**config.mk**
```make
export PLATFORM = sky130hd
export DESIGN_NAME = hd_backpressure
export DESIGN_NICKNAME = d
export VERILOG_FILES = /design/src/rtl/fcbp_pkg.sv /design/src/rtl/fcbp_ctrl_fsm.sv /design/src/rtl/fcbp_jam_timer.sv /design/src/rtl/hd_backpressure.sv
export SDC_FILE = /design/constraint.sdc
export NUM_CORES = 1
export LEC_CHECK = 0
export BUFFER_PORTS_ARGS = -buffer_cell sky130_fd_sc_hd__buf_4
export CORE_AREA = 2 2 39 41
export DETAILED_ROUTE_END_ITERATION = 6
export DIE_AREA = 0 0 41 43
export PLACE_DENSITY = 0.51
export SLEW_MARGIN = 5
export SYNTH_ARGS = -nofsm -noshare
export SYNTH_HDL_FRONTEND = slang
export SYNTH_SLANG_ARGS = --single-unit
export TNS_END_PERCENT = 5
```
**constraint.sdc**
```tcl
create_clock -name clk -period 1.1 [get_ports clk]
set_input_delay 0.055 -clock clk [delete_from_list [all_inputs] [get_ports clk]]
set_output_delay 0.055 -clock clk [all_outputs]
set_load 0.005 [all_outputs]
```
**src/rtl/fcbp_pkg.sv**
```systemverilog
package fcbp_pkg;
   typedef enum logic [1:0] {
      BP_IDLE  = 2'b00,
      BP_HOLD  = 2'b01,
      BP_FORCE = 2'b10
   } bp_state_e;
endpackage

```
**src/rtl/fcbp_ctrl_fsm.sv**
```systemverilog
module fcbp_ctrl_fsm
   import fcbp_pkg::*;
(
   input  logic      clk,
   input  logic      rst_n,
   input  logic      active_i,
   input  logic      rx_active_i,
   output bp_state_e state_o
);
   bp_state_e state_q, state_d;

   always_comb begin
      state_d = state_q;
      case (state_q)
         BP_IDLE:  if (active_i) state_d = rx_active_i ? BP_HOLD : BP_FORCE;
         BP_HOLD:  if (!active_i) state_d = BP_IDLE;
                   else if (!rx_active_i) state_d = BP_FORCE;
         BP_FORCE: if (!active_i) state_d = BP_IDLE;
         default:  state_d = BP_IDLE;
      endcase
   end

   always_ff @(posedge clk) begin
      if (!rst_n) state_q <= BP_IDLE;
      else        state_q <= state_d;
   end

   assign state_o = state_q;

   // leaving the active condition always lands in idle
   p_off_to_idle_r2: assert property (@(posedge clk) disable iff (!rst_n)
      !active_i |=> state_q == BP_IDLE);
   // unused code never reached
   p_legal_code_r9: assert property (@(posedge clk) disable iff (!rst_n)
      state_q != 2'b11);
   // holding leaves only through idle or forcing
   p_hold_exit_r5: assert property (@(posedge clk) disable iff (!rst_n)
      (state_q == BP_HOLD && active_i && !rx_active_i) |=> state_q == BP_FORCE);
endmodule

```
**src/rtl/fcbp_jam_timer.sv**
```systemverilog
module fcbp_jam_timer #(
   parameter int JAM_CYCLES = 4
) (
   input  logic clk,
   input  logic rst_n,
   input  logic fire_i,
   output logic jam_o
);
   localparam int CNT_W = $clog2(JAM_CYCLES + 1);

   generate
      if (JAM_CYCLES < 1) begin : g_bad_len
         $error("fcbp_jam_timer: JAM_CYCLES must be at least 1");
      end

      if (JAM_CYCLES == 1) begin : g_single
         logic jam_q;
         always_ff @(posedge clk) begin
            if (!rst_n) jam_q <= 1'b0;
            else        jam_q <= fire_i & ~jam_q;
         end
         assign jam_o = jam_q;
      end else begin : g_count
         logic [CNT_W-1:0] cnt_q;
         always_ff @(posedge clk) begin
            if (!rst_n)
               cnt_q <= '0;
            else if (cnt_q != '0)
               cnt_q <= cnt_q - 1'b1;
            else if (fire_i)
               cnt_q <= CNT_W'(JAM_CYCLES);
         end
         assign jam_o = (cnt_q != '0);
      end
   endgenerate

   // run-length observer for the burst-length assertions
   logic [CNT_W:0] run_q;
   always_ff @(posedge clk) begin
      if (!rst_n)     run_q <= '0;
      else if (jam_o) run_q <= run_q + 1'b1;
      else            run_q <= '0;
   end

   // every burst has exactly the configured length
   p_burst_len_r6: assert property (@(posedge clk) disable iff (!rst_n)
      $fell(jam_o) |-> run_q == (CNT_W+1)'(JAM_CYCLES));
   p_burst_cap_r8: assert property (@(posedge clk) disable iff (!rst_n)
      jam_o |-> run_q < (CNT_W+1)'(JAM_CYCLES));
endmodule

```
**src/rtl/hd_backpressure.sv**
```systemverilog
module hd_backpressure
   import fcbp_pkg::*;
#(
   parameter int JAM_BITS     = 32,
   parameter int BITS_PER_CLK = 8
) (
   input  logic       clk,
   input  logic       rst_n,
   input  logic       half_duplex_i,
   input  logic       fc_enable_i,
   input  logic       fc_req_i,
   input  logic       rx_start_i,
   input  logic       rx_active_i,
   output logic       jam_o,
   output logic [1:0] bp_state_o
);
   localparam int JAM_CYCLES = JAM_BITS / BITS_PER_CLK;

   generate
      if (BITS_PER_CLK < 1 || (JAM_BITS % BITS_PER_CLK) != 0) begin : g_bad_ratio
         $error("hd_backpressure: JAM_BITS must be a multiple of BITS_PER_CLK");
      end
   endgenerate

   logic      active;
   logic      fire;
   bp_state_e state;

   assign active = half_duplex_i & fc_enable_i & fc_req_i;

   fcbp_ctrl_fsm u_fsm (
      .clk        (clk),
      .rst_n      (rst_n),
      .active_i   (active),
      .rx_active_i(rx_active_i),
      .state_o    (state)
   );

   assign fire = active & rx_start_i & (state == BP_FORCE);

   fcbp_jam_timer #(.JAM_CYCLES(JAM_CYCLES)) u_timer (
      .clk   (clk),
      .rst_n (rst_n),
      .fire_i(fire),
      .jam_o (jam_o)
   );

   assign bp_state_o = state;

   // a burst starts only after a start pulse in forcing state while active
   p_jam_cause_r6: assert property (@(posedge clk) disable iff (!rst_n)
      $rose(jam_o) |-> $past(rx_start_i && active && bp_state_o == 2'b10));
   // no burst begins while holding for the exempt packet
   p_hold_quiet_r4: assert property (@(posedge clk) disable iff (!rst_n)
      bp_state_o == 2'b01 |-> !$rose(jam_o));
endmodule

```
==> results of run 1 <==
## cell families (layout without fill, tap and decap cells)
kind of cell             count (synthesis)  count (layout)
flip-flops                               5               5
buffers and inverters                    2              18
AO/OA/AOI/OAI                            4               4
AND/OR/NAND/NOR                         14              14
multiplexers                             2               2
adder cells (fa/ha/maj)                  1               1
## cell type report
class	count	area, um2	area share (%)
Clock buffer	4	26.28	6.422
Inverter	2	7.507	1.835
Timing Repair Buffer	12	93.84	22.94
Multi-Input combinational cell	21	157.7	38.53
Tap cell	16	20.02	4.893
Sequential cell	5	103.9	25.38
## per-stage QoR
step	setup TNS [ns]	util [%]	worst slack [ns]	hold slack (ns)
floorplan	0	-	0.03067	0.1636
global placement	0	26.22	0.03943	0.3144
detailed placement	-0.0003153	26.22	-0.0003153	0.3170
CTS	0	29.11	0.009076	0.06387
global route	-0.06667	29.57	-0.03315	0.08623
finish	0	29.57	0.03526	0.07549
## where the power goes
part           internal [W]  leakage, nW  switching, W
clock              0.000137       0.0150     0.0000727
combinational      0.000256        0.111      0.000166
sequential         0.000227       0.0420     0.0000280
total              0.000619        0.168      0.000267
## flip-flops by register name, indices dropped and copies added (netlist names)
| name | cells |
|---|---|
| u_fsm.state_o | 2 |
| u_timer.g_count.cnt_q | 3 |
## synthesized netlist by cell type (all sizes together)
library cell | n | area share, %
nand3 | 1 | 3.8
a211oi | 1 | 2.9
ha | 1 | 4.8
dfxtp | 5 | 38
o21ai | 1 | 1.9
nand4bb | 1 | 4.3
nand2b | 1 | 2.4
inv | 2 | 2.9
nand2 | 5 | 7.2
nand4 | 1 | 2.4
nor2 | 2 | 2.9
nand3b | 1 | 2.9
mux2i | 2 | 7.7
o31ai | 1 | 8.2
o22ai | 1 | 2.4
nor2b | 2 | 4.8
## timing repair
item                                    CTS  global route
gates resized for setup                   3             5
endpoints found under the setup margin    2             4
buffers inserted                          1             0
pin swaps                                 2             2
## worst max path at each step
stage                                   startpoint                  endpoint  depth (start not counted)
final                     u_timer.g_count.cnt_q[0]  u_timer.g_count.cnt_q[2]                          5
after global routing      u_timer.g_count.cnt_q[0]                     jam_o                          4
after CTS                 u_timer.g_count.cnt_q[1]                     jam_o                          4
after detailed placement  u_timer.g_count.cnt_q[0]  u_timer.g_count.cnt_q[1]                          4
after global placement    u_timer.g_count.cnt_q[1]  u_timer.g_count.cnt_q[1]                          4
after floorplan           u_timer.g_count.cnt_q[0]  u_timer.g_count.cnt_q[1]                          4
## cells in the final DEF, fill, tap and decap left out, drive strengths merged
cell type / Yosys / layout
a211oi: 1 / 1
buf: 0 / 12
clkbuf: 0 / 4
dfxtp: 5 / 5
ha: 1 / 1
inv: 2 / 2
mux2i: 2 / 2
nand2: 5 / 5
nand2b: 1 / 1
nand3: 1 / 1
nand3b: 1 / 1
nand4: 1 / 1
nand4bb: 1 / 1
nor2: 2 / 2
nor2b: 2 / 2
o21ai: 1 / 1
o22ai: 1 / 1
o31ai: 1 / 1
## worst max-delay path, cell delays in order, from the launching register on
cell     delay, ns
dfxtp_2       0.32
nor2_2        0.10
ha_2          0.20
buf_4         0.13
o31ai_4       0.07
mux2i_1       0.12
## layer usage
metal	up-vias	global-route usage [%]
li1	131	-
met1	118	8.682
met2	9	12.50
met3	0	4.712
met4	0	6.000
met5	-	0
==> flow_metrics.tcl, run 1 <==
set metrics [dict create \
    drc 0 \
    synth_cells 28 \
    required_ns 1.22 \
    cp-end-kind "register" \
    port_buffers 9 \
    die_y_um 43 \
    wl_met2_um 284 \
    instances_no_fill 60 \
    power.leakage_nw 0.1676 \
    synth_xor_area_share_pct 0 \
    cts.htree.levels 1 \
    synth_cell_types 16 \
    reg2reg_slack_ns 0.04 \
    slew_violations 0 \
    crit_path_start_kind "register" \
    syn_to_final_growth_pct 57.21 \
    grt_use_total_pct 8.534 \
    met3_length_um 34 \
    status "completed" \
    routed_wl_um 543 \
    worst_slew_pin_slew_ns 0.2143 \
    rows 14 \
    period_minus_slack_ns 1.065 \
    worstSetupPathType "register to register" \
    highest_layer "met3" \
    drive_gt1_share_pct 52.27 \
    critPathMaxFanout 3 \
    wl_met1_um 224 \
    clkSlewWorstSetupHoldPaths_ns 0.05 \
    ys_warn_count 0 \
    r2r-start "u_timer.g_count.cnt_q[0]" \
    grt_pass1_vias 260 \
    cts-hold-fix-buffers 0 \
    timing.rr.end "u_timer.g_count.cnt_q[2]" \
    num-fill-cells 160 \
    grt_pass1_wl_um 938 \
    yosys.area_share.simple_pct 30.77 \
    relSlewSlack_pct 85.72 \
    hold_start "rst_n" \
    synth_compound_area_share_pct 15.38 \
    holdPathStages 3 \
    placed_area_um2 362.8 \
    period_share_pct 96.79 \
    ir_drop_mv 0.6889 \
    drt_pre_antenna_iters 4 \
    cts_tree "built" \
    cts_inserted_buffers 3 \
    die_x_um 41 \
    skew_ns 0.004535 \
    clkLatencyLatePin_ns 0.24 \
    hpwl_um 434.7 \
    syn_area_um2 260.3 \
    fmax_ghz 0.9392 \
    routabilityCongestion 0.6949 \
    max_cap_violations 0 \
    min_to "u_timer.g_count.cnt_q[0]" \
    wire_per_inst_um 9.050 \
    vias_per_cell 4.300 \
    nets 53 \
    hold_viol 0 \
    routed-via-count 258 \
    ys_seq_elements 5 \
    ant_nets 0 \
    stdcell_area_um2 409.1 \
    start_util_pct 18.81 \
    clockBufferDepth 2 \
    ios 10 \
    grt_overflow 0 \
    synth_top_family_by_area "simple AND/OR/NAND/NOR gates" \
    antenna_cells 0 \
    synth_seq_area_share_pct 38.46 \
    synthesis.nets 36 \
    avgSynthCellArea_um2 9.295 \
    min_path_type "input pin to register" \
    r2r.worst_path.cells 5 \
    finalPower_w 0.0008859 \
    setup_viol 0 \
    synth_adder_area_share_pct 4.808 \
    die_area_um2 1763 \
    cts_sinks 5 \
    p_per_area_nw_per_um2 2165 \
    core-area_um2 1384 \
    grt_antenna_before_repair 0 \
    synth.mux.area_fraction_pct 7.692 \
    cp.arrival_ns 1.18 \
    root_buffer "clkbuf_4" \
    detail_route.iter0.violations 1 \
    place_inst 55 \
    grt_setup_unrepaired "true" \
    grt_max_degree 8 \
]
Power figures use the tool's default switching activity.
==> inputs of run 2 (changes only) <==
Settings changed: ABC_AREA set to 1.
==> run 2 against run 1 <==
Via count grew 9.7%. Highest routed layer unchanged. Critical path type is now register to output port. Power grew 23%. First-iteration DRC count increased by 100%. Final cell count rose by 20%. Global-route usage is 0.19 points higher.
==> flow_metrics.tcl, run 2 <==
set metrics [dict create \
    cts_sinks 5 \
    top_register "u_timer.g_count.cnt_q" \
    drc 0 \
    p_per_area_nw_per_um2 2574 \
    finish.utilization_pct 30.56 \
    path_cells "nor2_4 -> ha_4 -> inv_2 -> buf_6" \
    slew_violations 0 \
    synthFlopType "dfxtp_1" \
    cp.arrival_ns 1.00 \
    critPathMaxFanout 3 \
    r2r-start "u_timer.g_count.cnt_q[0]" \
    cp_num_buf_inv 2 \
    synth_cells 40 \
    grt_setup_unrepaired "true" \
    required_ns 1.04 \
    period_minus_slack_ns 1.052 \
    largest_reg_flops 3 \
    start_util_pct 18.81 \
    min_path_type "input pin to register" \
    ant_nets 0 \
    worstSetupPathType "register to output port" \
    clkSlewWorstSetupHoldPaths_ns 0.04 \
    relSlewSlack_pct 88.62 \
    avgSynthCellArea_um2 6.506 \
    cp-end-kind "output port" \
    cts_tree "built" \
    finalPower_w 0.001088 \
    grt_pass1_wl_um 972 \
    async_flop_share_pct 0 \
    wire_per_inst_um 7.625 \
    fmax_ghz 0.9505 \
    setup_viol 0 \
    hold_start "rx_active_i" \
    holdPathStages 3 \
    synth_seq_area_share_pct 38.46 \
    power.leakage_nw 0.2105 \
    synth_edf_count 0 \
    syn_to_final_growth_pct 62.50 \
    whs_ns 0.05083 \
    timing.rr.end "u_timer.g_count.cnt_q[2]" \
    clkLatencyLatePin_ns 0.24 \
    syn_area_um2 260.3 \
    grt_max_degree 6 \
    ios 10 \
    status "completed" \
    min_to "u_fsm.state_o[0]" \
    vias_per_cell 3.931 \
    detail_route.iter0.violations 2 \
    critical_path.top_delay_family "flip-flops" \
    nets 65 \
    synthesis.nets 48 \
    period_share_pct 95.64 \
    routed-via-count 283 \
    hpwl_um 443.8 \
    grt_use_total_pct 8.726 \
    synth_area_leaders "dfxtp_1, inv_1, nor2_1" \
    skew_ns 0.003481 \
    crit_path_start_kind "register" \
    critPathMaxStageDelay_ns 0.33 \
    max_cap_violations 0 \
    reg2reg_slack_ns 0.10 \
    stdcell_area_um2 422.9 \
    rows 14 \
    die_y_um 43 \
    drt_pre_antenna_iters 2 \
    worst_slew_pin_slew_ns 0.1705 \
    routed_wl_um 549 \
    hold_viol 0 \
    port_buffers 9 \
    grt_pass1_vias 268 \
    yosysTopAreaCell "dfxtp_1" \
    grt_antenna_before_repair 0 \
    cts-hold-fix-buffers 0 \
    ys_seq_elements 5 \
    die_x_um 41 \
    r2r.worst_path.cells 6 \
    clockBufferDepth 2 \
    drive_gt1_share_pct 41.07 \
    synthTopCellsByCount "inv_1, nor2_1, nand2_1" \
    core-area_um2 1384 \
    layout_common_cells "buf_4, inv_1, nand2_1, nor2_1, nand3_1" \
    yosysTopAreaCellShare_pct 38.46 \
    die_area_um2 1763 \
    root_buffer "clkbuf_4" \
    num-fill-cells 162 \
    cts.htree.levels 1 \
    crit_slowest_cell "dfxtp_2" \
    grt_overflow 0 \
    setup-tns-final_ns 0 \
    synth_cell_types 12 \
    ir_drop_mv 0.9688 \
    cts_inserted_buffers 3 \
    layout_commonest_cell "buf_4" \
    placed_area_um2 362.8 \
    antenna_cells 0 \
    ys_warn_count 0 \
    routabilityCongestion 0.6514 \
]
run 2: logic make-up after synthesis:
logic type | after synthesis | share of synthesized area, %
AO/OA/AOI/OAI | 3 | 6.728
adder cells (fa/ha/maj) | 1 | 4.807
buffers and inverters | 8 | 11.54
flip-flops | 5 | 38.46
AND/OR/NAND/NOR | 23 | 38.46
run 2: layer usage:
| layer | vias up | track usage [%] | wire length [um] |
|---|---|---|---|
| met4 | 0 | 4.000 | 0 |
| met3 | 0 | 7.853 | 48 |
| met2 | 10 | 11.88 | 249 |
| met1 | 119 | 8.974 | 250 |
| met5 | - | 0 | 0 |
| li1 | 154 | - | - |
run 2: metrics by stage:
| step | worst slack [ns] | cells |
|---|---|---|
| after floorplan | 0.07001 | 40 |
| after global placement | 0.03912 | 67 |
| after detailed placement | 0.01805 | 67 |
| after CTS | 0.01450 | 72 |
| after global routing | -0.007491 | 72 |
| final | 0.04795 | 72 |
run 2: report_power, final:
part           internal [W]  switching (W)  total [W]
logic              0.000316       0.000268   0.000584
registers          0.000246      0.0000448   0.000291
clock network      0.000137      0.0000758   0.000213
total              0.000700       0.000389    0.00109
run 2: how the worst max path moves through the flow:
stage,startpoint,end,slack [ns],cells past startpoint
CTS,u_timer.g_count.cnt_q[1],jam_o,0.01,4
finish,u_timer.g_count.cnt_q[0],jam_o,0.05,4
floorplan,u_timer.g_count.cnt_q[0],u_timer.g_count.cnt_q[1],0.07,6
detailed placement,u_timer.g_count.cnt_q[0],u_timer.g_count.cnt_q[2],0.02,6
global route,u_timer.g_count.cnt_q[0],jam_o,-0.007,4
global placement,u_timer.g_count.cnt_q[0],u_timer.g_count.cnt_q[2],0.04,6
run 2: area by class of cell:
type / count / area [um2] / area share [%]
Timing Repair Buffer: 12 / 93.84 / 22.19
Clock buffer: 4 / 26.28 / 6.213
Tap cell: 16 / 20.02 / 4.734
Inverter: 8 / 30.03 / 7.101
Multi-Input combinational cell: 27 / 150.1 / 35.50
Sequential cell: 5 / 102.6 / 24.26
run 2: repair_timing:
item	in CTS	in global routing
pin swaps	2	2
resized for setup	6	2
endpoints found under the setup margin	1	3
setup buffers	1	0
run 2: worst reg2reg max path, stage by stage (launching register included):
cell,delay (ns)
dfxtp_2,0.33
nor2_4,0.13
ha_4,0.14
inv_2,0.05
nor2_1,0.13
nor2_1,0.05
nor2_1,0.10
==> inputs of run 3 (changes only) <==
Settings changed: HOLD_SLACK_MARGIN set to 0.08.
==> run 3 against run 2 <==
Utilization increased by 1.4 points. Global-route usage increased by 0.30 points. Final cell count increased by 2.8%. Register-to-register slack about the same. Clock-buffer cell count unchanged. Routed wire length increased by 1.3%.
==> flow_metrics.tcl, run 3 (synthesis results as in run 2) <==
set metrics [dict create \
    cp_num_cells 4 \
    slew_violations 0 \
    grt_overflow 0 \
    top_register "u_timer.g_count.cnt_q" \
    hpwl_um 443.8 \
    syn_to_final_growth_pct 70.19 \
    cts.htree.levels 1 \
    clkSlewWorstSetupHoldPaths_ns 0.04 \
    whs_ns 0.2264 \
    power.internal_w 0.0007043 \
    seq_power_share_pct 26.6 \
    die_x_um 41 \
    crit_slowest_cell "dfxtp_2" \
    detail_route.iter0.violations 2 \
    drc 0 \
    ant_nets 0 \
    cp_num_buf_inv 2 \
    wire_per_inst_um 7.514 \
    worst_slew_pin_slew_ns 0.1687 \
    nets 67 \
    routed-via-count 292 \
    cp.arrival_ns 1.00 \
    largest_reg_flops 3 \
    max_cap_violations 0 \
    switching_share_pct 35.62 \
    ios 10 \
    critPathMaxFanout 3 \
    ir_drop_mv 0.9692 \
    die_y_um 43 \
    drt_pre_antenna_iters 2 \
    skew_ns 0.003482 \
    grt_antenna_before_repair 0 \
    vias_per_cell 3.946 \
    drive_gt1_share_pct 39.66 \
    start_util_pct 18.81 \
    r2r.worst_path.cells 6 \
    grt_pass1_vias 279 \
    required_ns 1.04 \
    layout_common_cells "buf_4, inv_1, nand2_1, nor2_1, nand3_1" \
    p_per_area_nw_per_um2 2470 \
    min_path_type "input pin to register" \
    rows 14 \
    pwr-share-clk_pct 19.5 \
    grt_pass1_wl_um 1014 \
    grt_use_total_pct 9.027 \
    num-fill-cells 160 \
    die_area_um2 1763 \
    clockBufferDepth 2 \
    period_minus_slack_ns 1.052 \
    critPathMaxStageDelay_ns 0.33 \
    routed_wl_um 556 \
    crit_path_start_kind "register" \
    power.leakage_nw 0.2188 \
    relSlewSlack_pct 88.74 \
    multi_input_area_um2 150.1 \
    status "completed" \
    core-area_um2 1384 \
    p_comb_share_pct 53.9 \
    finish.utilization_pct 32.01 \
    setup-tns-final_ns 0 \
    holdPathStages 5 \
    setup_viol 0 \
    cts_tree "built" \
    root_buffer "clkbuf_4" \
    layout_commonest_cell "buf_4" \
    cts_inserted_buffers 3 \
    critical_path.top_delay_family "flip-flops" \
    fmax_ghz 0.9505 \
    grt_setup_unrepaired "true" \
    worstSetupPathType "register to output port" \
    switchingPower_w 0.0003897 \
    grt_max_degree 6 \
    regArea_um2 102.6 \
    clkLatencyLatePin_ns 0.24 \
    port_buffers 9 \
    period_share_pct 95.65 \
    cts_sinks 5 \
    routabilityCongestion 0.6514 \
    cp-end-kind "output port" \
    path_cells "nor2_4 -> ha_4 -> inv_2 -> buf_6" \
    antenna_cells 0 \
    hold_viol 0 \
]
run 3: layout make-up:
cell class | instances | area share (%)
Inverter | 8 | 6.780
Tap cell | 16 | 4.520
Clock buffer | 4 | 5.932
Timing Repair Buffer | 14 | 25.71
Multi-Input combinational cell | 27 | 33.90
Sequential cell | 5 | 23.16
run 3: path summary, 6_finish.rpt:
check                      startpoint                  endpoint  slack (ns)
min                       fc_enable_i          u_fsm.state_o[1]        0.23
max reg2reg  u_timer.g_count.cnt_q[0]  u_timer.g_count.cnt_q[2]        0.10
min reg2reg          u_fsm.state_o[1]          u_fsm.state_o[0]        0.52
max          u_timer.g_count.cnt_q[0]                     jam_o        0.05
run 3: metal layers:
metal  vias to the layer above  GRT usage (%)  wire, um
li1                        159              -         -
met5                         -              0         0
met3                         0          7.853        47
met1                       123          9.295       255
met4                         0          4.000         0
met2                        10          12.50       253
run 3: repair_timing:
| action | CTS | global route |
|---|---|---|
| pin swaps | 2 | 2 |
| setup buffers | 1 | 0 |
| endpoints found under the setup margin | 1 | 3 |
| hold buffers | 2 | 0 |
| hold endpoints to repair | 4 | 0 |
| resized for setup | 6 | 2 |
run 3: worst register-to-register path, cell delays in order, from the launching register on:
cell and delay [ns]:
dfxtp_2 0.33, nor2_4 0.13, ha_4 0.14, inv_2 0.05, nor2_1 0.13, nor2_1 0.05
nor2_1 0.10
run 3: power groups by stage:
stage                     registers [W]  clock network, W  logic [W]
after floorplan                0.000270                 0   0.000280
after global placement         0.000270                 0   0.000456
after detailed placement       0.000271                 0   0.000460
after CTS                      0.000287          0.000222   0.000551
after global routing           0.000301          0.000246   0.000692
final                          0.000291          0.000213   0.000590
run 3: metrics by stage:
stage	cell area [um2]	total power, W	std cells	setup slack, ns
after global placement	362.8	0.0007264	67	0.03912
after detailed placement	362.8	0.0007316	67	0.01805
final	442.9	0.001094	74	0.04787
after floorplan	260.3	0.0005504	40	0.07001
after global routing	442.9	0.001239	74	-0.007491
after CTS	431.7	0.001060	74	0.01450
